File: src/rtl/adc_seq_pkg.sv
package adc_seq_pkg;

    typedef enum logic [1:0] {
        ST_IDLE  = 2'd0,
        ST_ACQ   = 2'd1,
        ST_CONV  = 2'd2,
        ST_RECOV = 2'd3
    } seq_st_e;

    localparam logic [1:0] A_CTRL = 2'd0;
    localparam logic [1:0] A_CFG  = 2'd1;
    localparam logic [1:0] A_RESH = 2'd2;
    localparam logic [1:0] A_RESL = 2'd3;

endpackage

File: src/rtl/adc_tad_div.sv
module adc_tad_div #(
    parameter int LOG2_A = 1,
    parameter int LOG2_B = 3,
    parameter int LOG2_C = 5
) (
    input  logic       clk,
    input  logic       rst_n,
    input  logic       en,
    input  logic       restart,
    input  logic [1:0] sel,
    output logic       tick
);
    localparam int CW = LOG2_C;

    logic [CW-1:0] cnt_d, cnt_q, lim;
    logic          wrap;

    always_comb begin
        case (sel)
            2'd0:    lim = CW'((1 << LOG2_A) - 1);
            2'd1:    lim = CW'((1 << LOG2_B) - 1);
            default: lim = CW'((1 << LOG2_C) - 1);
        endcase
    end

    assign wrap = (cnt_q >= lim);
    assign tick = en && !restart && wrap;

    always_comb begin
        if (!en || restart || wrap) cnt_d = '0;
        else                        cnt_d = cnt_q + 1'b1;
    end

    always_ff @(posedge clk) begin
        if (!rst_n) cnt_q <= '0;
        else        cnt_q <= cnt_d;
    end

    // a tick never lasts more than one cycle
    p_tick_single_r6: assert property (@(posedge clk) disable iff (!rst_n)
        tick |=> !tick);

endmodule

File: src/rtl/adc_sar_step.sv
module adc_sar_step #(
    parameter int NBITS = 10
) (
    input  logic             clk,
    input  logic             rst_n,
    input  logic             load,
    input  logic             step,
    input  logic             cmp,
    output logic [NBITS-1:0] code,
    output logic             last,
    output logic [NBITS-1:0] result
);
    localparam int IW = $clog2(NBITS);

    typedef struct packed {
        logic [NBITS-1:0] code;
        logic [IW-1:0]    idx;
    } sar_s;

    sar_s s_d, s_q;

    always_comb begin
        s_d = s_q;
        if (load) begin
            s_d.code = NBITS'(1) << (NBITS - 1);
            s_d.idx  = IW'(NBITS - 1);
        end else if (step) begin
            s_d.code[s_q.idx] = cmp;
            if (s_q.idx != '0) begin
                s_d.code[s_q.idx - 1'b1] = 1'b1;
                s_d.idx = s_q.idx - 1'b1;
            end
        end
    end

    always_ff @(posedge clk) begin
        if (!rst_n) s_q <= '0;
        else        s_q <= s_d;
    end

    assign code   = s_q.code;
    assign last   = (s_q.idx == '0);
    assign result = {s_q.code[NBITS-1:1], cmp};

    // every non-final step moves one bit down and raises the next trial bit
    p_idx_down_r3: assert property (@(posedge clk) disable iff (!rst_n)
        (step && !load && !last) |=> (s_q.idx == $past(s_q.idx) - 1'b1) && s_q.code[s_q.idx]);

    // loading and stepping never coincide
    p_no_load_step_r3: assert property (@(posedge clk) disable iff (!rst_n)
        !(load && step));

endmodule

File: src/rtl/adc_seq.sv
module adc_seq #(
    parameter int NBITS     = 10,
    parameter int ACQ_TAD   = 2,
    parameter int RECOV_TAD = 2,
    parameter int DIV_LOG2A = 1,
    parameter int DIV_LOG2B = 3,
    parameter int DIV_LOG2C = 5
) (
    input  logic             clk,
    input  logic             rst_n,
    input  logic             wr_en,
    input  logic [1:0]       addr,
    input  logic [7:0]       wdata,
    output logic [7:0]       rdata,
    input  logic             cmp_in,
    output logic [NBITS-1:0] dac_code,
    output logic [2:0]       chan_sel,
    output logic             vref_pos_ext,
    output logic             vref_neg_ext,
    output logic             sample_en,
    output logic             tad_tick,
    output logic             irq
);
    import adc_seq_pkg::*;

    localparam int RES_W = 16;
    localparam int MAXW  = (ACQ_TAD > RECOV_TAD) ? ACQ_TAD : RECOV_TAD;
    localparam int CW    = $clog2(MAXW + 1);

    typedef struct packed {
        seq_st_e          st;
        logic             en;
        logic [2:0]       chan;
        logic [1:0]       dsel;
        logic [1:0]       vref;
        logic             rjust;
        logic             ie;
        logic             flag;
        logic [RES_W-1:0] res;
        logic [CW-1:0]    cnt;
    } seq_s;

    seq_s q, n;

    logic             tick, wr_ctrl, wr_cfg, start_go, busy, abort;
    logic             sar_load, sar_step, sar_last, done;
    logic [NBITS-1:0] sar_res;
    logic             unused_bits;

    assign unused_bits = ^{wdata[7:5], wdata[1]};

    assign wr_ctrl  = wr_en && (addr == A_CTRL);
    assign wr_cfg   = wr_en && (addr == A_CFG);
    assign busy     = (q.st == ST_ACQ) || (q.st == ST_CONV);
    assign start_go = wr_ctrl && wdata[2] && wdata[0] && (q.st == ST_IDLE);
    assign abort    = wr_ctrl && busy && (!wdata[2] || !wdata[0]);
    assign sar_load = (q.st == ST_ACQ) && !abort && tick && (q.cnt == CW'(ACQ_TAD - 1));
    assign sar_step = (q.st == ST_CONV) && !abort && tick;
    assign done     = sar_step && sar_last;

    adc_tad_div #(
        .LOG2_A(DIV_LOG2A),
        .LOG2_B(DIV_LOG2B),
        .LOG2_C(DIV_LOG2C)
    ) div_i (
        .clk    (clk),
        .rst_n  (rst_n),
        .en     (q.en),
        .restart(start_go),
        .sel    (q.dsel),
        .tick   (tick)
    );

    adc_sar_step #(
        .NBITS(NBITS)
    ) sar_i (
        .clk   (clk),
        .rst_n (rst_n),
        .load  (sar_load),
        .step  (sar_step),
        .cmp   (cmp_in),
        .code  (dac_code),
        .last  (sar_last),
        .result(sar_res)
    );

    always_comb begin
        n = q;
        if (wr_ctrl) begin
            n.en   = wdata[0];
            n.chan = wdata[5:3];
            n.dsel = wdata[7:6];
        end
        if (wr_cfg) begin
            n.vref  = wdata[1:0];
            n.rjust = wdata[2];
            n.ie    = wdata[3];
            if (!wdata[4]) n.flag = 1'b0;
        end
        case (q.st)
            ST_IDLE: begin
                if (start_go) begin
                    n.st  = ST_ACQ;
                    n.cnt = '0;
                end
            end
            ST_ACQ: begin
                if (abort) n.st = ST_IDLE;
                else if (sar_load) begin
                    n.st  = ST_CONV;
                    n.cnt = '0;
                end else if (tick) n.cnt = q.cnt + 1'b1;
            end
            ST_CONV: begin
                if (abort) n.st = ST_IDLE;
                else if (done) begin
                    n.st   = ST_RECOV;
                    n.cnt  = '0;
                    n.flag = 1'b1;
                    n.res  = q.rjust ? RES_W'(sar_res)
                                     : (RES_W'(sar_res) << (RES_W - NBITS));
                end
            end
            default: begin
                if (tick) begin
                    if (q.cnt == CW'(RECOV_TAD - 1)) n.st = ST_IDLE;
                    else                             n.cnt = q.cnt + 1'b1;
                end
            end
        endcase
    end

    always_ff @(posedge clk) begin
        if (!rst_n) q <= '0;
        else        q <= n;
    end

    always_comb begin
        case (addr)
            A_CTRL:  rdata = {q.dsel, q.chan, busy, 1'b0, q.en};
            A_CFG:   rdata = {3'b000, q.flag, q.ie, q.rjust, q.vref};
            A_RESH:  rdata = q.res[15:8];
            default: rdata = q.res[7:0];
        endcase
    end

    assign chan_sel     = q.chan;
    assign vref_pos_ext = q.vref[0];
    assign vref_neg_ext = q.vref[1];
    assign sample_en    = (q.st == ST_ACQ);
    assign tad_tick     = tick;
    assign irq          = q.flag && q.ie;

    // the flag only rises on the edge that ends a busy period
    p_flag_with_busy_end_r2: assert property (@(posedge clk) disable iff (!rst_n)
        $rose(q.flag) |-> $fell(busy));

    // a busy period that ends without entering recovery keeps the result
    p_abort_keeps_result_r10: assert property (@(posedge clk) disable iff (!rst_n)
        ($fell(busy) && (q.st != ST_RECOV)) |-> $stable(q.res));

    // no conversion activity while disabled
    p_busy_needs_enable_r9: assert property (@(posedge clk) disable iff (!rst_n)
        busy |-> q.en);

    // sampling only ever begins from idle
    p_acq_from_idle_r1: assert property (@(posedge clk) disable iff (!rst_n)
        $rose(sample_en) |-> ($past(q.st) == ST_IDLE));

    // recovery never leads straight into a new acquisition
    p_no_start_in_recov_r8: assert property (@(posedge clk) disable iff (!rst_n)
        (q.st == ST_RECOV) |=> (q.st != ST_ACQ));

endmodule

File: config.mk
export PLATFORM = sky130hd
export DESIGN_NAME = adc_seq
export DESIGN_NICKNAME = d
export VERILOG_FILES = /design/src/rtl/adc_seq_pkg.sv /design/src/rtl/adc_tad_div.sv /design/src/rtl/adc_sar_step.sv /design/src/rtl/adc_seq.sv
export SDC_FILE = /design/constraint.sdc
export NUM_CORES = 1
export LEC_CHECK = 0
export BUFFER_PORTS_ARGS = -buffer_cell sky130_fd_sc_hd__buf_2
export CAP_MARGIN = 20
export CORE_MARGIN = 10
export CORE_UTILIZATION = 40
export DETAILED_ROUTE_END_ITERATION = 7
export SLEW_MARGIN = 25
export SYNTH_ARGS = -nofsm -noshare
export SYNTH_HDL_FRONTEND = slang
export SYNTH_SLANG_ARGS = --single-unit
File: constraint.sdc
create_clock -name clk -period 6.16 [get_ports clk]
set_input_delay 1.232 -clock clk [delete_from_list [all_inputs] [get_ports clk]]
set_output_delay 1.232 -clock clk [all_outputs]
set_load 0.02 [all_outputs]
==> results.md, run 1 <==
- Die height: 105 µm
- WL final: 7220 µm
- CP max FO: 12
- Internal power: between 400 and 500 µW
- Worst EP arrival: between 2 and 3 ns
- FF/Latch Area: 1000 µm²
- Core ar.: 6870 µm²
- Total global routing overflow: 0
- Antenna-violating nets left: 0
- Worst hold path type: flop to flop
- Setup crit start kind: primary input
- Syn_nets: between 300 and 400
- DR vias/cell: 5.43
- Die Area: approximately 11000 µm²
- Post_cts resized: 0
- GPL Wtd Cong: ~0.88
- Row Count: 30
- Port buffer count: 39
- Number of fill cells: 690
- Comb power frac: 17.0%
- Crit Path Category: primary input to output pin
- Sequential area share after synthesis: 34.9%
- Status: complete, no violations
- H-tree Lvls: 2
- CTS tree: built
- Diode count: 0
- Clock buffer depth: 2
- Ports: 40
- Initial Utilization: 41.7%
- Synth Register Bits: 50
- Non-Filler Instances: 454
- Area of the multi-input gates: between 1500 and 2000 µm²
- Max-cap violations: 0
- Total negative slack: 0 ns
- Switching Fraction: 29.4%
- Largest net degree at the start of global routing: 33
- Gate Count Post-Synth: 342
- Clock Sinks: 50
- Final period util: between 60% and 70%
- Clk_lat worst skew: 0.32 ns
- Vias post-DR: about 2500
- Design area: a little over 3000 µm²
- Top-count cell post-synth: dfxtp_1
- Final hold violation count: 0
- Die width: 105 µm
- Synth top cells by count: 50 x dfxtp_1, 40 x nand2_1, 37 x a21oi_1, 23 x nor2_1
- Unrepaired setup endpoints after global routing: no
- Clock Skews: around 0.0087 ns
- # DRC: 0
- Clk slew on worst S/H paths: approximately 0.1 ns
- Area share of the largest cell type after synthesis: around a third
- Nets: 386
- TritonRoute pass-1 iters: 4
- Antenna violations before repair: 0
- Sequential Power Share: approximately half
- Setup crit end kind: output pin
- Total power: 658 µW
- Syn Std Cell Area: 2870 µm²
- Vias in the first global route: between 2000 and 2500
- Fmax: 253 MHz
- # Post-CTS Setup Buffers: 0
- Wire per inst: 15.9 µm
- Placed wire-length estimate: 5370 µm
- Initial drt markers: between 100 and 150
- Post-synth EDFFs: 0
- Worst Path Required: 4.93 ns
- Area Growth Syn to Fin: 8.73%
- CTS root buf: clkbuf_8
- Syn Area/Cell: 8.38 µm²
- GRT Overall Usage: 13.2%
- Final setup violation count: 0
- Slew HR: 31.7%
- Slew @ Worst Pin: around 1 ns
- Ranking of synthesized cells by area: dfxtp_1 35%, ha_1 6.6%, a21oi_1 6.5%
- Fraction of layout instances using a drive strength above 1: 17.6%
- Clock share of power: between 30% and 40%
- Synth cell types: 51
- Placed cell count: 446
- Slew Viols, Final: 0
- CTS buffer count: 5
- PwrDens: 211 nW/µm²
- LEAKAGE: 0.00112 µW
- Sw Pwr: 194 µW
- Final critical-path required period: 3.95 ns
- Dpl cell area: approximately 3000 µm²
- Worst vdd ir: roughly 0.13 mV
- Asr flop ratio synth: 0%
- Primary FF master, synth: dfxtp_1
- Synth area leader: dfxtp_1
- YS warnings: 0
- CTS Hold Buffers Added: 0
- First-pass GRT wire length: 12200 µm
-- through the flow --
stage / worst slack [ns] / hold slack, ns / utilization [%]
final: 2.21 / 0.460 / 45.4
after global routing: 2.12 / 0.484 / 45.4
after CTS: 2.21 / 0.461 / 45.4
after detailed placement: 2.22 / 0.444 / 43.9
after global placement: 2.24 / 0.446 / 43.9
after floorplan: 2.74 / 0.428 / -
-- registers in the layout, indices dropped and copies added (netlist names) --
register / flops
sar_i.s_q: 4
div_i.cnt_q: 5
vref_neg_ext: 1
vref_pos_ext: 1
q: 26
chan_sel: 3
sar_i.code: 10
-- cells by family (layout without fill, tap and decap cells) --
group                    count (synthesis)  after routing  share of synthesized area [%]
XOR/XNOR                                 5              5                           1.53
AND/OR/NAND/NOR                        120            120                           20.8
multiplexers                            17             17                           7.86
adder cells (fa/ha/maj)                 15             15                           6.55
AO/OA/AOI/OAI                           89             89                           20.3
flip-flops                              50             50                           34.9
buffers and inverters                   46             62                           8.03
-- layer usage --
metal / wire length, µm / global-route usage (%)
met1: 3340 / 16.6
met3: 327 / 2.89
met4: 80 / 4.31
met2: 3480 / 21.9
met5: 0 / 0
-- worst paths after layout --
path	endpoint	start	slack, ns	depth (start not counted)
worst max-delay path	tad_tick	addr[1]	2.21	5
worst min-delay path	q[17]$_SDFFE_PN0P_	q[17]$_SDFFE_PN0P_	0.46	2
worst max register to register	q[7]$_SDFFE_PN0P_	sar_i.s_q[0]$_SDFFE_PN0P_	3.57	7
worst min register to register	q[17]$_SDFFE_PN0P_	q[17]$_SDFFE_PN0P_	0.46	2
-- power by group through the flow --
| stage | combinational, µW | clock, µW | sequential (µW) |
|---|---|---|---|
| 6_report | 112 | 213 | 333 |
| 3_5_place_dp | 110 | 0 | 341 |
| 5_1_grt | 122 | 233 | 334 |
| 2_1_floorplan | 85.1 | 0 | 339 |
| 4_1_cts | 111 | 222 | 333 |
| 3_3_place_gp | 109 | 0 | 341 |
-- critical path: stages --
cell and delay, ns:
buf_2 0.18, or3b_4 0.51, o21ai_1 0.47, nor2_1 0.13, buf_2 0.19
-- layout make-up --
cell class	instances	share of cell area, %
Clock inverter	2	0.522
Multi-Input combinational cell	246	52.7
Timing Repair Buffer	40	6.51
Clock buffer	6	2.65
Inverter	14	1.69
Sequential cell	50	32.1
Tap cell	96	3.86
-- cell usage in the layout, fill, tap and decap left out, drive strengths merged, types with 7 or more instances in the layout --
master	n
dfxtp	50
buf	40
o21ai	16
ha	15
inv	15
nand3b	9
nor2	23
mux2i	9
a21oi	37
nand2	40
nand3	15
a211oi	7
Note: power is estimated with default switching activity, not from simulation.
==> run 2: changes to the inputs <==
Clock period 6.16 ns to 3.3 ns, I/O delays scaled along.
==> run 2 against run 1 <==
  * Clock power up 77%
  * First-iteration DRC count fell by 27%
  * Combinational power rose by 81%
  * Sequential share of layout area shrank 0.090 points
  * Largest power group unchanged
==> results.md, run 2 (synthesis gave the netlist of run 1 again) <==
- Ports: 40
- Nets: 388
- Status: complete, no violations
- Clock buffer depth: 2
- Placed wire-length estimate: 5260 µm
- First-pass GRT wire length: 11700 µm
- # Post-CTS Setup Buffers: 0
- Max-cap violations: 0
- Clk slew on worst S/H paths: 0.11 ns
- Antenna-violating nets left: 0
- CTS buffer count: 5
- Antenna violations before repair: 0
- Initial drt markers: 91
- Slew Viols, Final: 0
- Final WS setup: between 0.4 and 0.5 ns
- Clk_lat worst skew: approximately 0.32 ns
- Hold depth: 2
- Total power: 1200 µW
- R2r startpoint: q[29]$_SDFFE_PN0P_
- Unrepaired setup endpoints after global routing: no
- Port buffer count: 39
- Initial Utilization: between 40% and 50%
- Die width: 105 µm
- Placed cell count: 448
- Worst hold path type: flop to flop
- Fmax: around 360 MHz
- Worst vdd ir: 0.181 mV
- Max FFs per register: 26
- Biggest register: q
- Clock Skews: 0.0169 ns
- Final critical-path required period: 2.80 ns
- CTS root buf: clkbuf_8
- Final setup violation count: 0
- R2R cell count: 7
- Hold Startpoint: q[12]$_SDFFE_PN0P_
- Fraction of layout instances using a drive strength above 1: 18.1%
- Diode count: 0
- Wire per inst: 15.4 µm
- Hold Crit Endpoint: q[12]$_SDFFE_PN0P_
- CP max FO: 12
- Area of the multi-input gates: roughly 1600 µm²
- Clock share of power: approximately 31%
- TritonRoute pass-1 iters: 4
- Clock Sinks: 50
- Sw Pwr: between 300 and 400 µW
- PwrDens: approximately 380 nW/µm²
- Setup crit end kind: output pin
- Total global routing overflow: 0
- Post_cts resized: 0
- Number of fill cells: 705
- DR vias/cell: 5.33
- Final period util: 84.8%
- Setup crit start kind: primary input
- Row Count: 30
- FF/Latch Area: 1000 µm²
- Die Area: 10900 µm²
- Final hold violation count: 0
- Total negative slack: 0 ns
- Largest net degree at the start of global routing: 33
- Comb power frac: 16.9%
- Sequential Power Share: around 52%
- # DRC: 0
- Vias in the first global route: around 2300
- Switching Fraction: between 20% and 30%
- R2r setup slk: 0.83 ns
- Non-Filler Instances: 456
- Crit Reg-Reg Endpoint: q[29]$_SDFFE_PN0P_
- CTS Hold Buffers Added: 0
- Crit Path Category: primary input to output pin
- H-tree Lvls: 2
- Die height: 105 µm
- Most frequent cells in the layout: 50 x dfxtp_1, 40 x nand2_1, 39 x buf_2, 37 x a21oi_1, 23 x nor2_1
- Slew HR: 38.7%
- Worst EP arrival: 2.14 ns
- WL final: 7030 µm
- GRT Overall Usage: 12.7%
- CTS tree: built
- Worst Path Required: 2.64 ns
- LEAKAGE: 0.00112 µW
- Vias post-DR: 2430
- Area Growth Syn to Fin: 9.04%
- Commonest non-fill, non-tap cell in the layout: dfxtp_1
- Core ar.: 6870 µm²
- GPL Wtd Cong: between 0.8 and 0.9
- Internal power: 846 µW
- Post-Place Worst Slack: between 0.5 and 0.6 ns
- Slew @ Worst Pin: around 0.91 ns
[run 2: changes by cell type in the layout (fill, tap and decap cells not counted), sizes merged]
cell      delta
clkbuf       -1
clkinv       +1
inv          -1
buf          +2
clkinvlp     +1
[run 2: worst max path at each step]
| stage | slack [ns] | end | depth (start not counted) | from |
|---|---|---|---|---|
| 2_1_floorplan | 1.02 | rdata[0] | 2 | addr[1] |
| 3_3_place_gp | 0.53 | tad_tick | 5 | addr[1] |
| 3_5_place_dp | 0.50 | tad_tick | 5 | addr[1] |
| 4_1_cts | 0.50 | tad_tick | 5 | addr[1] |
| 5_1_grt | 0.40 | tad_tick | 5 | addr[1] |
| 6_report | 0.50 | tad_tick | 5 | addr[1] |
[run 2: power groups by stage]
stage	Clock, µW	Sequential [µW]	Combinational [µW]
6_report	376	623	203
5_1_grt	412	625	226
4_1_cts	391	623	203
3_5_place_dp	0	637	201
3_3_place_gp	0	636	201
2_1_floorplan	0	633	159
[run 2: worst max-delay path: stages]
cell,delay [ns]
buf_2,0.18
or3b_4,0.52
o21ai_1,0.46
nor2_1,0.13
buf_2,0.19
[run 2: metrics by stage]
| stage | util (%) | instance area [µm²] | hold WS, ns |
|---|---|---|---|
| 3_5_place_dp | 44.1 | 3030 | 0.446 |
| 5_1_grt | 45.5 | 3120 | 0.471 |
| 3_3_place_gp | 44.1 | 3030 | 0.444 |
| 4_1_cts | 45.5 | 3120 | 0.460 |
| 6_report | 45.5 | 3120 | 0.460 |
| 2_1_floorplan | - | 2870 | 0.428 |
[run 2: cell type report]
cell class | count | area share [%]
Inverter | 14 | 1.68
Clock inverter | 3 | 0.761
Tap cell | 96 | 3.84
Multi-Input combinational cell | 246 | 52.5
Timing Repair Buffer | 42 | 6.97
Sequential cell | 50 | 32.0
Clock buffer | 5 | 2.20
[run 2: per-layer routing]
| metal | track usage, % | vias up | wire length (µm) | part of all wire, % |
|---|---|---|---|---|
| li1 | - | 1254 | - | - |
| met1 | 16.7 | 1114 | 3320 | 47 |
| met2 | 20.0 | 52 | 3240 | 46 |
| met3 | 2.89 | 10 | 354 | 5.0 |
| met4 | 4.12 | 0 | 116 | 1.6 |
| met5 | 0 | - | 0 | 0 |
